[config.mk]
export PLATFORM = sky130hd
export DESIGN_NAME = cfgport_ctrl
export DESIGN_NICKNAME = d
export VERILOG_FILES = /design/src/rtl/cfgport_pkg.sv /design/src/rtl/cfgport_lock.sv /design/src/rtl/cfgport_regdec.sv /design/src/rtl/cfgport_ldev_bank.sv /design/src/rtl/cfgport_ctrl.sv
export SDC_FILE = /design/constraint.sdc
export NUM_CORES = 1
export LEC_CHECK = 0
export CAP_MARGIN = 20
export CORE_ASPECT_RATIO = 0.75
export CORE_MARGIN = 2
export CORE_UTILIZATION = 50
export CTS_CLUSTER_SIZE = 30
export DETAILED_ROUTE_END_ITERATION = 16
export GPL_ROUTABILITY_DRIVEN = 0
export PLACE_DENSITY = 0.74
export RECOVER_POWER = 25
export SETUP_SLACK_MARGIN = 0.5
export SLEW_MARGIN = 30
export SYNTH_ARGS = -nofsm -noshare
export SYNTH_HDL_FRONTEND = slang
export SYNTH_HIERARCHICAL = 1
export SYNTH_SLANG_ARGS = --single-unit
[constraint.sdc]
create_clock -name clk -period 11.35 [get_ports clk]
set_clock_uncertainty 0.1 [all_clocks]
set_input_delay 3.405 -clock clk [delete_from_list [all_inputs] [get_ports clk]]
set_output_delay 3.405 -clock clk [all_outputs]
set_load 0.01 [all_outputs]
[src/rtl/cfgport_pkg.sv]
package cfgport_pkg;

  typedef enum logic {
    ST_RUN = 1'b0,
    ST_CFG = 1'b1
  } cfg_state_e;

  typedef struct packed {
    logic is_sel;
    logic is_id;
    logic is_rev;
    logic is_bank;
  } reg_kind_t;

endpackage

[src/rtl/cfgport_lock.sv]
module cfgport_lock
  import cfgport_pkg::*;
#(
  parameter int          DW         = 8,
  parameter logic [DW-1:0] KEY_OPEN  = 8'h55,
  parameter logic [DW-1:0] KEY_CLOSE = 8'hAA
) (
  input  logic          clk,
  input  logic          rst_n,
  input  logic          key_wr,
  input  logic [DW-1:0] key_data,
  output cfg_state_e    state,
  output logic [DW-1:0] index
);

  cfg_state_e    st_q, st_d;
  logic [DW-1:0] idx_q, idx_d;

  always_comb begin
    st_d  = st_q;
    idx_d = idx_q;
    unique case (st_q)
      ST_RUN: begin
        if (key_data == KEY_OPEN) st_d = ST_CFG;
      end
      ST_CFG: begin
        if (key_data == KEY_CLOSE) st_d = ST_RUN;
        else                       idx_d = key_data;
      end
      default: st_d = ST_RUN;
    endcase
  end

  always_ff @(posedge clk or negedge rst_n) begin
    if (!rst_n) begin
      st_q  <= ST_RUN;
      idx_q <= '0;
    end else if (key_wr) begin
      st_q  <= st_d;
      idx_q <= idx_d;
    end
  end

  assign state = st_q;
  assign index = idx_q;

endmodule

[src/rtl/cfgport_regdec.sv]
module cfgport_regdec
  import cfgport_pkg::*;
#(
  parameter int            DW        = 8,
  parameter int            WIN_DEPTH = 4,
  parameter int            SLW       = 3,
  parameter logic [DW-1:0] IDX_SEL   = 8'h07,
  parameter logic [DW-1:0] IDX_ID    = 8'h20,
  parameter logic [DW-1:0] IDX_REV   = 8'h21,
  parameter logic [DW-1:0] IDX_ACT   = 8'h30,
  parameter logic [DW-1:0] IDX_WIN   = 8'h60
) (
  input  logic [DW-1:0]  index,
  output reg_kind_t      kind,
  output logic [SLW-1:0] slot
);

  logic [DW-1:0] win_off;
  logic          in_win;

  assign win_off = index - IDX_WIN;
  assign in_win  = (index >= IDX_WIN) && (win_off < DW'(WIN_DEPTH));

  always_comb begin
    kind         = '0;
    slot         = '0;
    kind.is_sel  = (index == IDX_SEL);
    kind.is_id   = (index == IDX_ID);
    kind.is_rev  = (index == IDX_REV);
    if (index == IDX_ACT) begin
      kind.is_bank = 1'b1;
      slot         = '0;
    end else if (in_win) begin
      kind.is_bank = 1'b1;
      slot         = SLW'(win_off + DW'(1));
    end
  end

endmodule

[src/rtl/cfgport_ldev_bank.sv]
module cfgport_ldev_bank #(
  parameter int                 DW        = 8,
  parameter int                 NSLOT     = 5,
  parameter int                 SLW       = 3,
  parameter logic [DW*NSLOT-1:0] RST_IMAGE = '0
) (
  input  logic                clk,
  input  logic                rst_n,
  input  logic                wr_en,
  input  logic [SLW-1:0]      wr_slot,
  input  logic [DW-1:0]       wr_data,
  output logic [DW*NSLOT-1:0] image
);

  logic [DW*NSLOT-1:0] img_q, img_d;

  always_comb begin
    img_d = img_q;
    for (int s = 0; s < NSLOT; s++) begin
      if (wr_slot == SLW'(s)) img_d[DW*s +: DW] = wr_data;
    end
  end

  always_ff @(posedge clk or negedge rst_n) begin
    if (!rst_n)     img_q <= RST_IMAGE;
    else if (wr_en) img_q <= img_d;
  end

  assign image = img_q;

endmodule

[src/rtl/cfgport_ctrl.sv]
module cfgport_ctrl
  import cfgport_pkg::*;
#(
  parameter int              AW         = 16,
  parameter int              DW         = 8,
  parameter logic [AW-1:0]   KEY_PORT   = 16'h002E,
  parameter logic [DW-1:0]   KEY_OPEN   = 8'h55,
  parameter logic [DW-1:0]   KEY_CLOSE  = 8'hAA,
  parameter int              NUM_LDEV   = 9,
  parameter int              BASE_LDEV  = 8,
  parameter int              WIN_DEPTH  = 4,
  parameter logic [DW-1:0]   ID_VAL     = 8'h6F,
  parameter logic [DW-1:0]   REV_VAL    = 8'h01,
  parameter logic [2*DW-1:0] BASE_RST   = 16'h0480
) (
  input  logic            clk,
  input  logic            rst_n,
  input  logic [AW-1:0]   bus_addr,
  input  logic            bus_wr,
  input  logic            bus_rd,
  input  logic [DW-1:0]   bus_wdata,
  output logic [DW-1:0]   bus_rdata,
  output logic [2*DW-1:0] base_addr
);

  localparam int            NSLOT    = 1 + WIN_DEPTH;
  localparam int            SLW      = $clog2(NSLOT);
  localparam int            IMGW     = DW * NSLOT;
  localparam logic [AW-1:0] DAT_PORT = KEY_PORT + AW'(1);
  localparam logic [DW-1:0] IDX_ID   = 8'h20;
  localparam logic [IMGW-1:0] BASE_IMG =
    IMGW'({BASE_RST[DW-1:0], BASE_RST[2*DW-1:DW], {DW{1'b0}}});

  logic            at_key, at_dat;
  logic            key_wr, dat_wr;
  cfg_state_e      state;
  logic            cfg_mode;
  logic [DW-1:0]   cfg_index;
  reg_kind_t       kind;
  logic [SLW-1:0]  slot;
  logic [DW-1:0]   sel_q, sel_d;
  logic            sel_en;
  logic            sel_ok;
  logic [IMGW-1:0] bank_img [NUM_LDEV];
  logic [IMGW-1:0] cur_img;
  logic [DW-1:0]   reg_val;

  assign at_key   = (bus_addr == KEY_PORT);
  assign at_dat   = (bus_addr == DAT_PORT);
  assign key_wr   = bus_wr && at_key;
  assign cfg_mode = (state == ST_CFG);
  assign dat_wr   = bus_wr && at_dat && cfg_mode;

  cfgport_lock #(
    .DW        (DW),
    .KEY_OPEN  (KEY_OPEN),
    .KEY_CLOSE (KEY_CLOSE)
  ) u_lock (
    .clk      (clk),
    .rst_n    (rst_n),
    .key_wr   (key_wr),
    .key_data (bus_wdata),
    .state    (state),
    .index    (cfg_index)
  );

  cfgport_regdec #(
    .DW        (DW),
    .WIN_DEPTH (WIN_DEPTH),
    .SLW       (SLW),
    .IDX_ID    (IDX_ID)
  ) u_dec (
    .index (cfg_index),
    .kind  (kind),
    .slot  (slot)
  );

  // logical-device selector register
  assign sel_en = dat_wr && kind.is_sel;
  assign sel_d  = bus_wdata;
  assign sel_ok = (sel_q < DW'(NUM_LDEV));

  always_ff @(posedge clk or negedge rst_n) begin
    if (!rst_n)      sel_q <= '0;
    else if (sel_en) sel_q <= sel_d;
  end

  for (genvar g = 0; g < NUM_LDEV; g++) begin : g_ldev
    localparam logic [IMGW-1:0] IMG = (g == BASE_LDEV) ? BASE_IMG : '0;
    logic wr_this;
    assign wr_this = dat_wr && kind.is_bank && (sel_q == DW'(g));
    cfgport_ldev_bank #(
      .DW        (DW),
      .NSLOT     (NSLOT),
      .SLW       (SLW),
      .RST_IMAGE (IMG)
    ) u_bank (
      .clk     (clk),
      .rst_n   (rst_n),
      .wr_en   (wr_this),
      .wr_slot (slot),
      .wr_data (bus_wdata),
      .image   (bank_img[g])
    );
  end

  always_comb begin
    cur_img = '0;
    for (int g = 0; g < NUM_LDEV; g++) begin
      if (sel_q == DW'(g)) cur_img = bank_img[g];
    end
  end

  always_comb begin
    reg_val = '0;
    if (kind.is_sel) begin
      reg_val = sel_q;
    end else if (kind.is_id) begin
      reg_val = ID_VAL;
    end else if (kind.is_rev) begin
      reg_val = REV_VAL;
    end else if (kind.is_bank && sel_ok) begin
      for (int s = 0; s < NSLOT; s++) begin
        if (slot == SLW'(s)) reg_val = cur_img[DW*s +: DW];
      end
    end
  end

  always_comb begin
    bus_rdata = '0;
    if (bus_rd) begin
      if (at_key)      bus_rdata = cfg_mode ? cfg_index : {DW{1'b1}};
      else if (at_dat) bus_rdata = cfg_mode ? reg_val   : {DW{1'b1}};
    end
  end

  assign base_addr = {bank_img[BASE_LDEV][DW +: DW], bank_img[BASE_LDEV][2*DW +: DW]};

endmodule

==> impl_metrics.yaml, run 1 <==
critical_path:
  critPathArrivalTime_ns: 6.24
  cp_max_fanout: 10
  startpoint_type: "input pin"
  critPathRequiredTime_ns: 7.85
  path_class: "input pin to output port"
  crit_path_end_kind: "output port"
global_routing:
  groute.usage.overall_pct: 27.5
  grtUsageMet1_pct: 39.3
  met2_routing_resource_usage_after_global_routing_pct: 41.1
  grt_pass1_wl_mm: 79.7
  grt_max_degree: 182
  global_route.peak_usage_layer: "met2"
  grt.overflow.total: 0
  first_global_vias: 13091
  global_route.usage.met3_pct: 7.89
  number_of_antenna_violations_at_the_first_check_in_global_routing: 0
timing:
  min_period_ns: 9.74
  period_utilization_pct: 85.8
  setup_violations: 0
  clock.fmax_mhz: 103
  setup_tns_ns: 0
  max_slew_violation_count: 219
  worst_rel_slew_slack_pct: -220
  postLayoutSetupSlackWorst_ns: 1.61
  max_slew.worst_pin.slew_ns: 4.81
  hold_violations: 0
  grt_setup_unrepaired: "false"
layout:
  fillers: 2833
  mostFrequentLayoutCell: "sky130_fd_sc_hd__mux2_2"
  finalInstanceArea_um2: 20900
  layout.cells.most_common_list: "402 x sky130_fd_sc_hd__mux2_2, 372 x sky130_fd_sc_hd__dfrtp_1, 45 x sky130_fd_sc_hd__buf_4"
  signed_area_change_from_the_synthesized_netlist_to_the_final_layout_pct: 13.2
  proportion_of_layout_cells_with_a_drive_suffix_above_1_pct: 41.0
  num_antenna_cells: 0
  nNetsFinal: 1448
placement:
  place.port_buffers: 51
  postPlaceCellArea_um2: 19700
  pre_cts_ws_ns: 1.63
  dpl.hpwl_mm: 32.0
run:
  cap_viol_max_count: 4
pwr:
  power-per-cell-area_nw_per_um2: 125
  switching_share_pct: 21.8
  p_comb_share_pct: 2.6
  ir_worst_vdd_v: 0.000108
  net_switching_power_uw: 567
  power.internal_mw: 2.04
  leakage_nw: 9.40
  share_clk_of_total_power_pct: 45.7
  seq_power_share_pct: 51.6
clock_network:
  clock-sinks: 377
  h_tree_depth_reported_by_cts: 2
  tritoncts: "done"
  ctsResizeCount: 0
  worst_skew_pair.late_latency_ns: 0.54
  cts-root-to-sink-buffers: 3
  ctsHoldBuffers: 0
  clk_root_buffer_cell: "sky130_fd_sc_hd__clkbuf_16"
  post-cts-setup-buffer-count: 0
  tritoncts.num_buffers: 36
  clk_pin_slew_worst_paths_ns: 0.06
synthesis:
  netlist_area_um2: 18400
  postSynthAreaPerCell_um2: 13.5
  synth.yosys.warnings: 6
  synth-edff-count: 0
  ys_seq_area_share_pct: 51.2
  asyncSetResetFlopFracSynth_pct: 100
  dominantRegCellSynth: "sky130_fd_sc_hd__dfrtp_1"
  yosys.cell_types.count: 78
  mappedNetlistNets: 1393
  yosys_register_bits: 377
  syn-instance-count: 1361
drt:
  routed-via-count: 12639
  route.detailed.wl_per_inst_um: 26.8
  final_ant_viol_nets: 0
  dr.first_iter.drc_count: 1304
  routed_via_density: 6.53
  drt_drc_violations_left: 0
  detail_route.first_pass.iterations: 5
  aggregate_routed_wire_length_mm: 51.8
run_status:
  outcome: "finished with violations"
  violations: "capacitance limit, slew limit"
floorplanning:
  floorplan.die.width_um: 226
  top_level_ports: 52
  dieArea_um2: 38400
  dieHeight_um: 170
  floorplan.core_area_um2: 36100
  placement_rows: 60
  starting_density_of_the_core_pct: 51.0
min_path:
  worstHoldPathType: "flop to flop"
-- cell families (layout without fill, tap and decap cells) --
group | Yosys count | in the layout | synth area share [%]
AND/OR/NAND/NOR | 219 | 219 | 8.25
buffers and inverters | 101 | 179 | 2.51
adder cells (fa/ha/maj) | 4 | 4 | 0.272
AO/OA/AOI/OAI | 206 | 206 | 7.83
flip-flops | 377 | 377 | 51.2
multiplexers | 454 | 454 | 29.9
-- registers in the layout, indices dropped and copies added (netlist names) --
name and count:
g_ldev.u_bank/image 360, u_lock/state 1, sel_q 8, u_lock/index 8
-- critical path, stage by stage --
cell                              delay [ns]
sky130_fd_sc_hd__clkdlybuf4s50_1        0.40
sky130_fd_sc_hd__nor4_1                 0.29
sky130_fd_sc_hd__nand2_1                0.09
sky130_fd_sc_hd__nor4_1                 0.47
sky130_fd_sc_hd__and2_1                 0.42
sky130_fd_sc_hd__o211ai_1               0.15
sky130_fd_sc_hd__nor4_1                 0.30
sky130_fd_sc_hd__a22o_1                 0.18
sky130_fd_sc_hd__clkdlybuf4s50_1        0.53
-- per-layer routing --
layer,part of all wire (%),up-vias
li1,-,5320
met1,43,6604
met2,45,611
met3,9.8,104
met4,2.3,0
met5,0,-
-- power groups by stage --
stage / registers [mW] / logic [mW] / clock network, mW
3_5_place_dp: 1.37 / 0.0692 / 0
2_1_floorplan: 1.37 / 0.00301 / 0
6_report: 1.34 / 0.0688 / 1.19
5_1_grt: 1.34 / 0.0753 / 1.27
3_3_place_gp: 1.37 / 0.0664 / 0
4_1_cts: 1.34 / 0.0692 / 1.21
-- metrics by stage --
step	std cells	power (mW)	hold slack, ns	util (%)
floorplan	1361	1.37	0.373	-
global placement	1871	1.44	0.382	54.2
detailed placement	1872	1.44	0.391	54.5
CTS	1933	2.62	0.404	57.7
global route	1935	2.69	0.413	57.8
finish	1935	2.60	0.403	57.8
-- final cells by class --
type	instances	area (µm²)	share of cell area [%]
tap	496	621	2.98
multi-input combinational	883	8720	41.8
sequential	377	9450	45.3
timing repair buffer	101	868	4.16
clock inverter	4	47.5	0.228
clock buffer	57	1090	5.23
inverter	17	63.8	0.306
-- path summary, 6_finish.rpt --
kind	startpoint	endpoint	slack, ns	cells past startpoint
worst max-delay path	bus_addr[12]	bus_rdata[5]	1.61	9
worst min-delay path	g_ldev[3].u_bank/image[26]	g_ldev[3].u_bank/image[26]	0.40	1
worst max register to register	u_lock/index[5]	g_ldev[3].u_bank/image[23]	6.59	9
worst min register to register	g_ldev[3].u_bank/image[26]	g_ldev[3].u_bank/image[26]	0.40	1
max in group asynchronous	rst_n	sel_q[2]	2.30	2
min in group asynchronous	rst_n	g_ldev[6].u_bank/image[24]	3.19	1
-- synthesized netlist by cell type (3+ instances only) --
| cell | count | share of area [%] |
|---|---|---|
| sky130_fd_sc_hd__nor2b_1 | 11 | 0.37 |
| sky130_fd_sc_hd__mux2i_1 | 14 | 0.76 |
| sky130_fd_sc_hd__nor4_1 | 8 | 0.27 |
| sky130_fd_sc_hd__o31a_1 | 3 | 0.14 |
| sky130_fd_sc_hd__a221oi_1 | 7 | 0.33 |
| sky130_fd_sc_hd__a211oi_1 | 13 | 0.53 |
| sky130_fd_sc_hd__or3_1 | 5 | 0.17 |
| sky130_fd_sc_hd__o31ai_1 | 3 | 0.12 |
| sky130_fd_sc_hd__o211ai_1 | 14 | 0.57 |
| sky130_fd_sc_hd__nand4b_1 | 9 | 0.43 |
| sky130_fd_sc_hd__a2111oi_0 | 3 | 0.14 |
| sky130_fd_sc_hd__mux4_2 | 37 | 4.5 |
| sky130_fd_sc_hd__a22oi_1 | 9 | 0.37 |
| sky130_fd_sc_hd__o221ai_1 | 17 | 0.81 |
| sky130_fd_sc_hd__buf_2 | 52 | 1.4 |
| sky130_fd_sc_hd__a31oi_1 | 10 | 0.34 |
| sky130_fd_sc_hd__a21oi_1 | 32 | 0.87 |
| sky130_fd_sc_hd__mux2_2 | 402 | 25 |
| sky130_fd_sc_hd__o22ai_1 | 17 | 0.58 |
| sky130_fd_sc_hd__nor2_1 | 35 | 0.71 |
| sky130_fd_sc_hd__ha_1 | 4 | 0.27 |
| sky130_fd_sc_hd__o2111ai_1 | 5 | 0.24 |
| sky130_fd_sc_hd__o21ai_0 | 37 | 1.0 |
| sky130_fd_sc_hd__nand3_1 | 21 | 0.57 |
| sky130_fd_sc_hd__nand2b_1 | 12 | 0.41 |
| sky130_fd_sc_hd__a211o_1 | 3 | 0.14 |
| sky130_fd_sc_hd__inv_1 | 17 | 0.35 |
| sky130_fd_sc_hd__or4_1 | 4 | 0.16 |
| sky130_fd_sc_hd__a22o_1 | 4 | 0.19 |
| sky130_fd_sc_hd__a32oi_1 | 4 | 0.19 |
| sky130_fd_sc_hd__nor4b_4 | 9 | 1.2 |
| sky130_fd_sc_hd__nand4_1 | 3 | 0.10 |
| sky130_fd_sc_hd__dfrtp_1 | 375 | 51 |
| sky130_fd_sc_hd__nor4bb_1 | 27 | 1.5 |
| sky130_fd_sc_hd__clkbuf_1 | 23 | 0.47 |
| sky130_fd_sc_hd__nor3_4 | 3 | 0.26 |
| sky130_fd_sc_hd__nand2_1 | 35 | 0.71 |
| sky130_fd_sc_hd__buf_4 | 5 | 0.20 |
| sky130_fd_sc_hd__nor3_1 | 15 | 0.41 |
| sky130_fd_sc_hd__buf_1 | 4 | 0.081 |
Note: power is estimated with default switching activity, not from simulation.
==> run 2, diff against run 1 <==
--- a/config.mk
+++ b/config.mk
@@ -6,13 +6,15 @@
 export NUM_CORES = 1
 export LEC_CHECK = 0
 export CAP_MARGIN = 20
+export CELL_PAD_IN_SITES_DETAIL_PLACEMENT = 0
+export CELL_PAD_IN_SITES_GLOBAL_PLACEMENT = 1
 export CORE_ASPECT_RATIO = 0.75
-export CORE_MARGIN = 2
+export CORE_MARGIN = 1
 export CORE_UTILIZATION = 50
 export CTS_CLUSTER_SIZE = 30
 export DETAILED_ROUTE_END_ITERATION = 16
 export GPL_ROUTABILITY_DRIVEN = 0
-export PLACE_DENSITY = 0.74
+export PLACE_DENSITY = 0.84
 export RECOVER_POWER = 25
 export SETUP_SLACK_MARGIN = 0.5
 export SLEW_MARGIN = 30
==> run 2 against run 1 <==
Against the previous run:
- the run still ends with capacitance limit, slew limit left
- sequential share of layout area shrank 0.19 points
- core utilization grew 0.24 points
- final area grew 0.42%
- combinational power shrank 2%
- critical path depth shrank 1
- routed wire length shrank 0.42%
- die area shrank 2.1%
- hold slack lost 0.0029 ns
- maximum frequency is essentially flat
==> impl_metrics.yaml, run 2 (synthesis results as in run 1) <==
run_status:
  outcome: "finished with violations"
  violations: "capacitance limit, slew limit"
clock_network:
  clk_pin_slew_worst_paths_ns: 0.07
  clk_root_buffer_cell: "sky130_fd_sc_hd__clkbuf_16"
  worst_skew_pair.late_latency_ns: 0.54
  tritoncts: "done"
  ctsHoldBuffers: 0
  post-cts-setup-buffer-count: 0
  ctsResizeCount: 0
  h_tree_depth_reported_by_cts: 2
  tritoncts.num_buffers: 37
  cts-root-to-sink-buffers: 3
  clock-sinks: 377
placement:
  post_placement_cell_count: 1878
  pre_cts_ws_ns: 1.68
  postPlaceCellArea_um2: 19700
  place.port_buffers: 51
  dpl.hpwl_mm: 32.0
global_routing:
  groute.usage.overall_pct: 28.2
  grt_pass1_wl_mm: 80.6
  grt_max_degree: 155
  number_of_antenna_violations_at_the_first_check_in_global_routing: 0
  first_global_vias: 12880
  grt.overflow.total: 0
drt:
  final_ant_viol_nets: 0
  dr.first_iter.drc_count: 1112
  detail_route.first_pass.iterations: 5
  route.detailed.wl_per_inst_um: 26.5
  aggregate_routed_wire_length_mm: 51.6
  routed_via_density: 6.47
  routed-via-count: 12586
  drt_drc_violations_left: 0
layout:
  proportion_of_layout_cells_with_a_drive_suffix_above_1_pct: 41.8
  multi_input_area_um2: 8650
  post_layout_nonfiller_instances: 1945
  layout.cells.most_common_list: "402 x sky130_fd_sc_hd__mux2_2, 372 x sky130_fd_sc_hd__dfrtp_1, 51 x sky130_fd_sc_hd__buf_4"
  nNetsFinal: 1453
  largest_reg_flops: 360
  mostFrequentLayoutCell: "sky130_fd_sc_hd__mux2_2"
  fillers: 2889
  finish.utilization_pct: 58.0
  num_antenna_cells: 0
  layout.area.seq_um2: 9450
  signed_area_change_from_the_synthesized_netlist_to_the_final_layout_pct: 13.7
  finalInstanceArea_um2: 20900
timing:
  setup_violations: 0
  hold_violations: 0
  period_utilization_pct: 85.7
  max_slew.worst_pin.slew_ns: 4.06
  postLayoutSetupSlackWorst_ns: 1.62
  setup_tns_ns: 0
  min_period_ns: 9.73
  clock.fmax_mhz: 103
  max_slew_violation_count: 72
  grt_setup_unrepaired: "false"
  worst_rel_slew_slack_pct: -171
floorplanning:
  floorplan.die.width_um: 224
  placement_rows: 60
  floorplan.core_area_um2: 36100
  starting_density_of_the_core_pct: 51.0
  dieArea_um2: 37600
  dieHeight_um: 168
  top_level_ports: 52
pwr:
  switching_share_pct: 22.0
  seq_power_share_pct: 49.6
  leakage_nw: 9.47
  ir_worst_vdd_v: 0.000106
  net_switching_power_uw: 595
  power.internal_mw: 2.12
  p_comb_share_pct: 2.5
  share_clk_of_total_power_pct: 48.0
  power-per-cell-area_nw_per_um2: 129
critical_path:
  critPathArrivalTime_ns: 6.23
  startpoint_type: "input pin"
  critPathRequiredTime_ns: 7.85
  path_class: "input pin to output port"
  cp_max_fanout: 10
  crit_path_end_kind: "output port"
min_path:
  worstHoldPathType: "flop to flop"
run:
  cap_viol_max_count: 1
[run 2: cell types whose count changed in the layout (fill, tap and decap cells not counted), sizes merged]
cell      previous run  this run
clkbuf              61        48
buf                 55        62
clkinv               2         8
clkinvlp             1         6
bufinv               1         5
inv                 17        18
[run 2: worst paths after layout]
check	startpoint	end	slack [ns]	cells past startpoint
max	bus_addr[12]	bus_rdata[1]	1.62	8
min	g_ldev[0].u_bank/image[19]	g_ldev[0].u_bank/image[19]	0.40	1
max reg2reg	sel_q[0]	g_ldev[6].u_bank/image[32]	6.77	8
min reg2reg	g_ldev[0].u_bank/image[19]	g_ldev[0].u_bank/image[19]	0.40	1
max in group asynchronous	rst_n	g_ldev[7].u_bank/image[30]	4.66	1
min in group asynchronous	rst_n	g_ldev[1].u_bank/image[27]	4.18	1
[run 2: through the flow]
step | total power [mW] | hold WS, ns
6_report | 2.71 | 0.400
4_1_cts | 2.73 | 0.402
3_3_place_gp | 1.44 | 0.382
3_5_place_dp | 1.44 | 0.388
5_1_grt | 2.79 | 0.416
2_1_floorplan | 1.37 | 0.373
[run 2: per-layer routing]
metal / vias to the layer above / part of all wire, % / GRT usage [%]
met2: 535 / 44 / 42.3
met1: 6631 / 45 / 40.7
met3: 97 / 8.3 / 6.72
met4: 0 / 2.6 / 8.49
met5: - / 0 / 0
li1: 5323 / - / -
[run 2: area by class of cell]
cell class,count,share of cell area [%]
Inverter,17,0.305
Clock buffer,47,4.90
Tap cell,496,2.96
Multi-Input combinational cell,883,41.3
Clock inverter,20,1.20
Sequential cell,377,45.1
Timing Repair Buffer,105,4.25
[run 2: power groups by stage]
stage / Combinational (mW) / Clock (mW) / Sequential, mW
3_5_place_dp: 0.0682 / 0 / 1.37
3_3_place_gp: 0.0672 / 0 / 1.37
6_report: 0.0676 / 1.30 / 1.34
5_1_grt: 0.0742 / 1.37 / 1.34
2_1_floorplan: 0.00301 / 0 / 1.37
4_1_cts: 0.0685 / 1.32 / 1.34
[run 2: critical path, stage by stage]
cell,delay [ns]
sky130_fd_sc_hd__clkdlybuf4s50_1,0.40
sky130_fd_sc_hd__nor4_1,0.29
sky130_fd_sc_hd__nand2_1,0.10
sky130_fd_sc_hd__nor4_1,0.42
sky130_fd_sc_hd__and2_1,0.40
sky130_fd_sc_hd__o221ai_1,0.22
sky130_fd_sc_hd__a311oi_1,0.37
sky130_fd_sc_hd__clkdlybuf4s50_1,0.61
==> run 3, diff against run 2 <==
--- a/config.mk
+++ b/config.mk
@@ -8,8 +8,6 @@
 export CAP_MARGIN = 20
 export CELL_PAD_IN_SITES_DETAIL_PLACEMENT = 0
 export CELL_PAD_IN_SITES_GLOBAL_PLACEMENT = 1
-export CORE_ASPECT_RATIO = 0.75
-export CORE_MARGIN = 1
 export CORE_UTILIZATION = 50
 export CTS_CLUSTER_SIZE = 30
 export DETAILED_ROUTE_END_ITERATION = 16
==> run 3 against run 2 <==
Against the previous run:
- the flow still finishes with violations (capacitance limit, slew limit)
- non-clock buffer count up 3
- hold slack worse by 0.0017 ns
- sequential power about the same
- register-to-register slack better by 0.18 ns
- clock-buffer cell count up 14
- sequential share of layout area down 0.28 points
- die area about the same
- global-route usage down 0.56 points
- critical path depth up 1
- critical path type unchanged
- highest routed layer is now met5
==> impl_metrics.yaml, run 3 (synthesis results as in run 1) <==
global_routing:
  grt_pass1_wl_mm: 79.8
  met2_routing_resource_usage_after_global_routing_pct: 42.1
  first_global_vias: 12940
  global_route.peak_usage_layer: "met2"
  grt.overflow.total: 0
  global_route.usage.met3_pct: 5.58
  grt_max_degree: 111
  grtUsageMet1_pct: 39.2
  number_of_antenna_violations_at_the_first_check_in_global_routing: 3
  groute.usage.overall_pct: 27.7
clock_network:
  post-cts-setup-buffer-count: 0
  worst_skew_pair.late_latency_ns: 0.54
  cts-root-to-sink-buffers: 3
  ctsHoldBuffers: 0
  clk_root_buffer_cell: "sky130_fd_sc_hd__clkbuf_16"
  clk_pin_slew_worst_paths_ns: 0.05
  h_tree_depth_reported_by_cts: 2
  clock-sinks: 377
  tritoncts: "done"
  tritoncts.num_buffers: 41
  ctsResizeCount: 0
timing:
  hold_violations: 0
  setup_tns_ns: 0
  grt_setup_unrepaired: "false"
  clock.fmax_mhz: 103
  postLayoutSetupSlackWorst_ns: 1.69
  setup_violations: 0
  worst_rel_slew_slack_pct: -291
  min_period_ns: 9.66
  holdWs_ns: 0.398
  max_slew.worst_pin.slew_ns: 5.86
  max_slew_violation_count: 191
  period_utilization_pct: 85.1
drt:
  route.detailed.wl_per_inst_um: 26.5
  routed-via-count: 12583
  aggregate_routed_wire_length_mm: 50.9
  final_ant_viol_nets: 0
  drt_drc_violations_left: 0
  routed_via_density: 6.56
  detail_route.first_pass.iterations: 5
  dr.first_iter.drc_count: 1049
layout:
  post_layout_nonfiller_instances: 1919
  proportion_of_layout_cells_with_a_drive_suffix_above_1_pct: 42.2
  layout.cells.most_common_list: "402 x sky130_fd_sc_hd__mux2_2, 372 x sky130_fd_sc_hd__dfrtp_1, 54 x sky130_fd_sc_hd__buf_4"
  signed_area_change_from_the_synthesized_netlist_to_the_final_layout_pct: 14.4
  num_antenna_cells: 0
  finish.utilization_pct: 58.7
  largest_reg_flops: 360
  mostFrequentLayoutCell: "sky130_fd_sc_hd__mux2_2"
  finalInstanceArea_um2: 21100
  nNetsFinal: 1460
  fillers: 2828
placement:
  postPlaceCellArea_um2: 19700
  dpl.hpwl_mm: 32.1
  pre_cts_ws_ns: 1.69
  place.port_buffers: 51
  post_placement_cell_count: 1846
critical_path:
  cp_max_fanout: 10
  regToRegStartpoint: "u_lock/index[5]"
  r2r_setup_slack_ns: 6.95
  critPathArrivalTime_ns: 6.16
  path_class: "input pin to output port"
  worst_r2r_endpoint: "g_ldev[3].u_bank/image[4]"
  worst_r2r_path_depth: 9
  crit_path_end_kind: "output port"
  startpoint_type: "input pin"
  critPathRequiredTime_ns: 7.85
  crit_path_start: "bus_addr[9]"
pwr:
  ir_worst_vdd_v: 0.0000902
  power.total_mw: 2.81
  power-per-cell-area_nw_per_um2: 133
  leakage_nw: 9.58
min_path:
  min_to: "g_ldev[2].u_bank/image[21]"
  timing.hold.worst_path_depth: 1
  min-delay-start: "g_ldev[2].u_bank/image[21]"
  worstHoldPathType: "flop to flop"
run_status:
  violations: "capacitance limit, slew limit"
  outcome: "finished with violations"
floorplanning:
  floorplan.die.width_um: 194
  dieArea_um2: 37600
  top_level_ports: 52
  floorplan.core_area_um2: 35900
  dieHeight_um: 194
  starting_density_of_the_core_pct: 51.3
  placement_rows: 69
run:
  cap_viol_max_count: 2
==> run 3: per-layer routing <==
layer  part of all wire, %  up-vias  wire, µm
li1                      -     5340         -
met1                    43     6608     22000
met2                    45      512     23100
met3                   7.9      119      4040
met4                   3.4        4      1710
met5                 0.051        -        26
==> run 3: layout make-up <==
cell class,count,area (µm²),area share [%]
sequential,377,9450,44.8
multi-input combinational,883,8660,41.1
clock buffer,61,1230,5.85
timing repair buffer,108,906,4.30
tap,461,577,2.74
clock inverter,12,189,0.897
inverter,17,63.8,0.303
==> run 3: how the worst max path moves through the flow <==
stage | to | depth (start not counted)
final | bus_rdata[5] | 9
after global routing | sel_q[0] | 3
after CTS | bus_rdata[5] | 9
after detailed placement | bus_rdata[5] | 9
after global placement | bus_rdata[5] | 9
after floorplan | bus_rdata[2] | 12
==> run 3: worst max-delay path, stage by stage <==
cell and delay, ns:
sky130_fd_sc_hd__clkdlybuf4s50_1 0.40, sky130_fd_sc_hd__nor4_1 0.29, sky130_fd_sc_hd__nand2_1 0.08, sky130_fd_sc_hd__nor4_1 0.42
sky130_fd_sc_hd__and2_1 0.38, sky130_fd_sc_hd__o211ai_1 0.14, sky130_fd_sc_hd__nor4_1 0.33, sky130_fd_sc_hd__a22o_1 0.19
sky130_fd_sc_hd__clkdlybuf4s50_1 0.52
==> run 3: where the power goes <==
group / leakage, nW / total (mW) / internal, mW / switching [mW]
Combinational: 3.62 / 0.0678 / 0.0114 / 0.0564
Sequential: 5.26 / 1.34 / 1.34 / 0.0000000343
Clock: 0.704 / 1.40 / 0.864 / 0.533
Total: 9.58 / 2.81 / 2.22 / 0.589
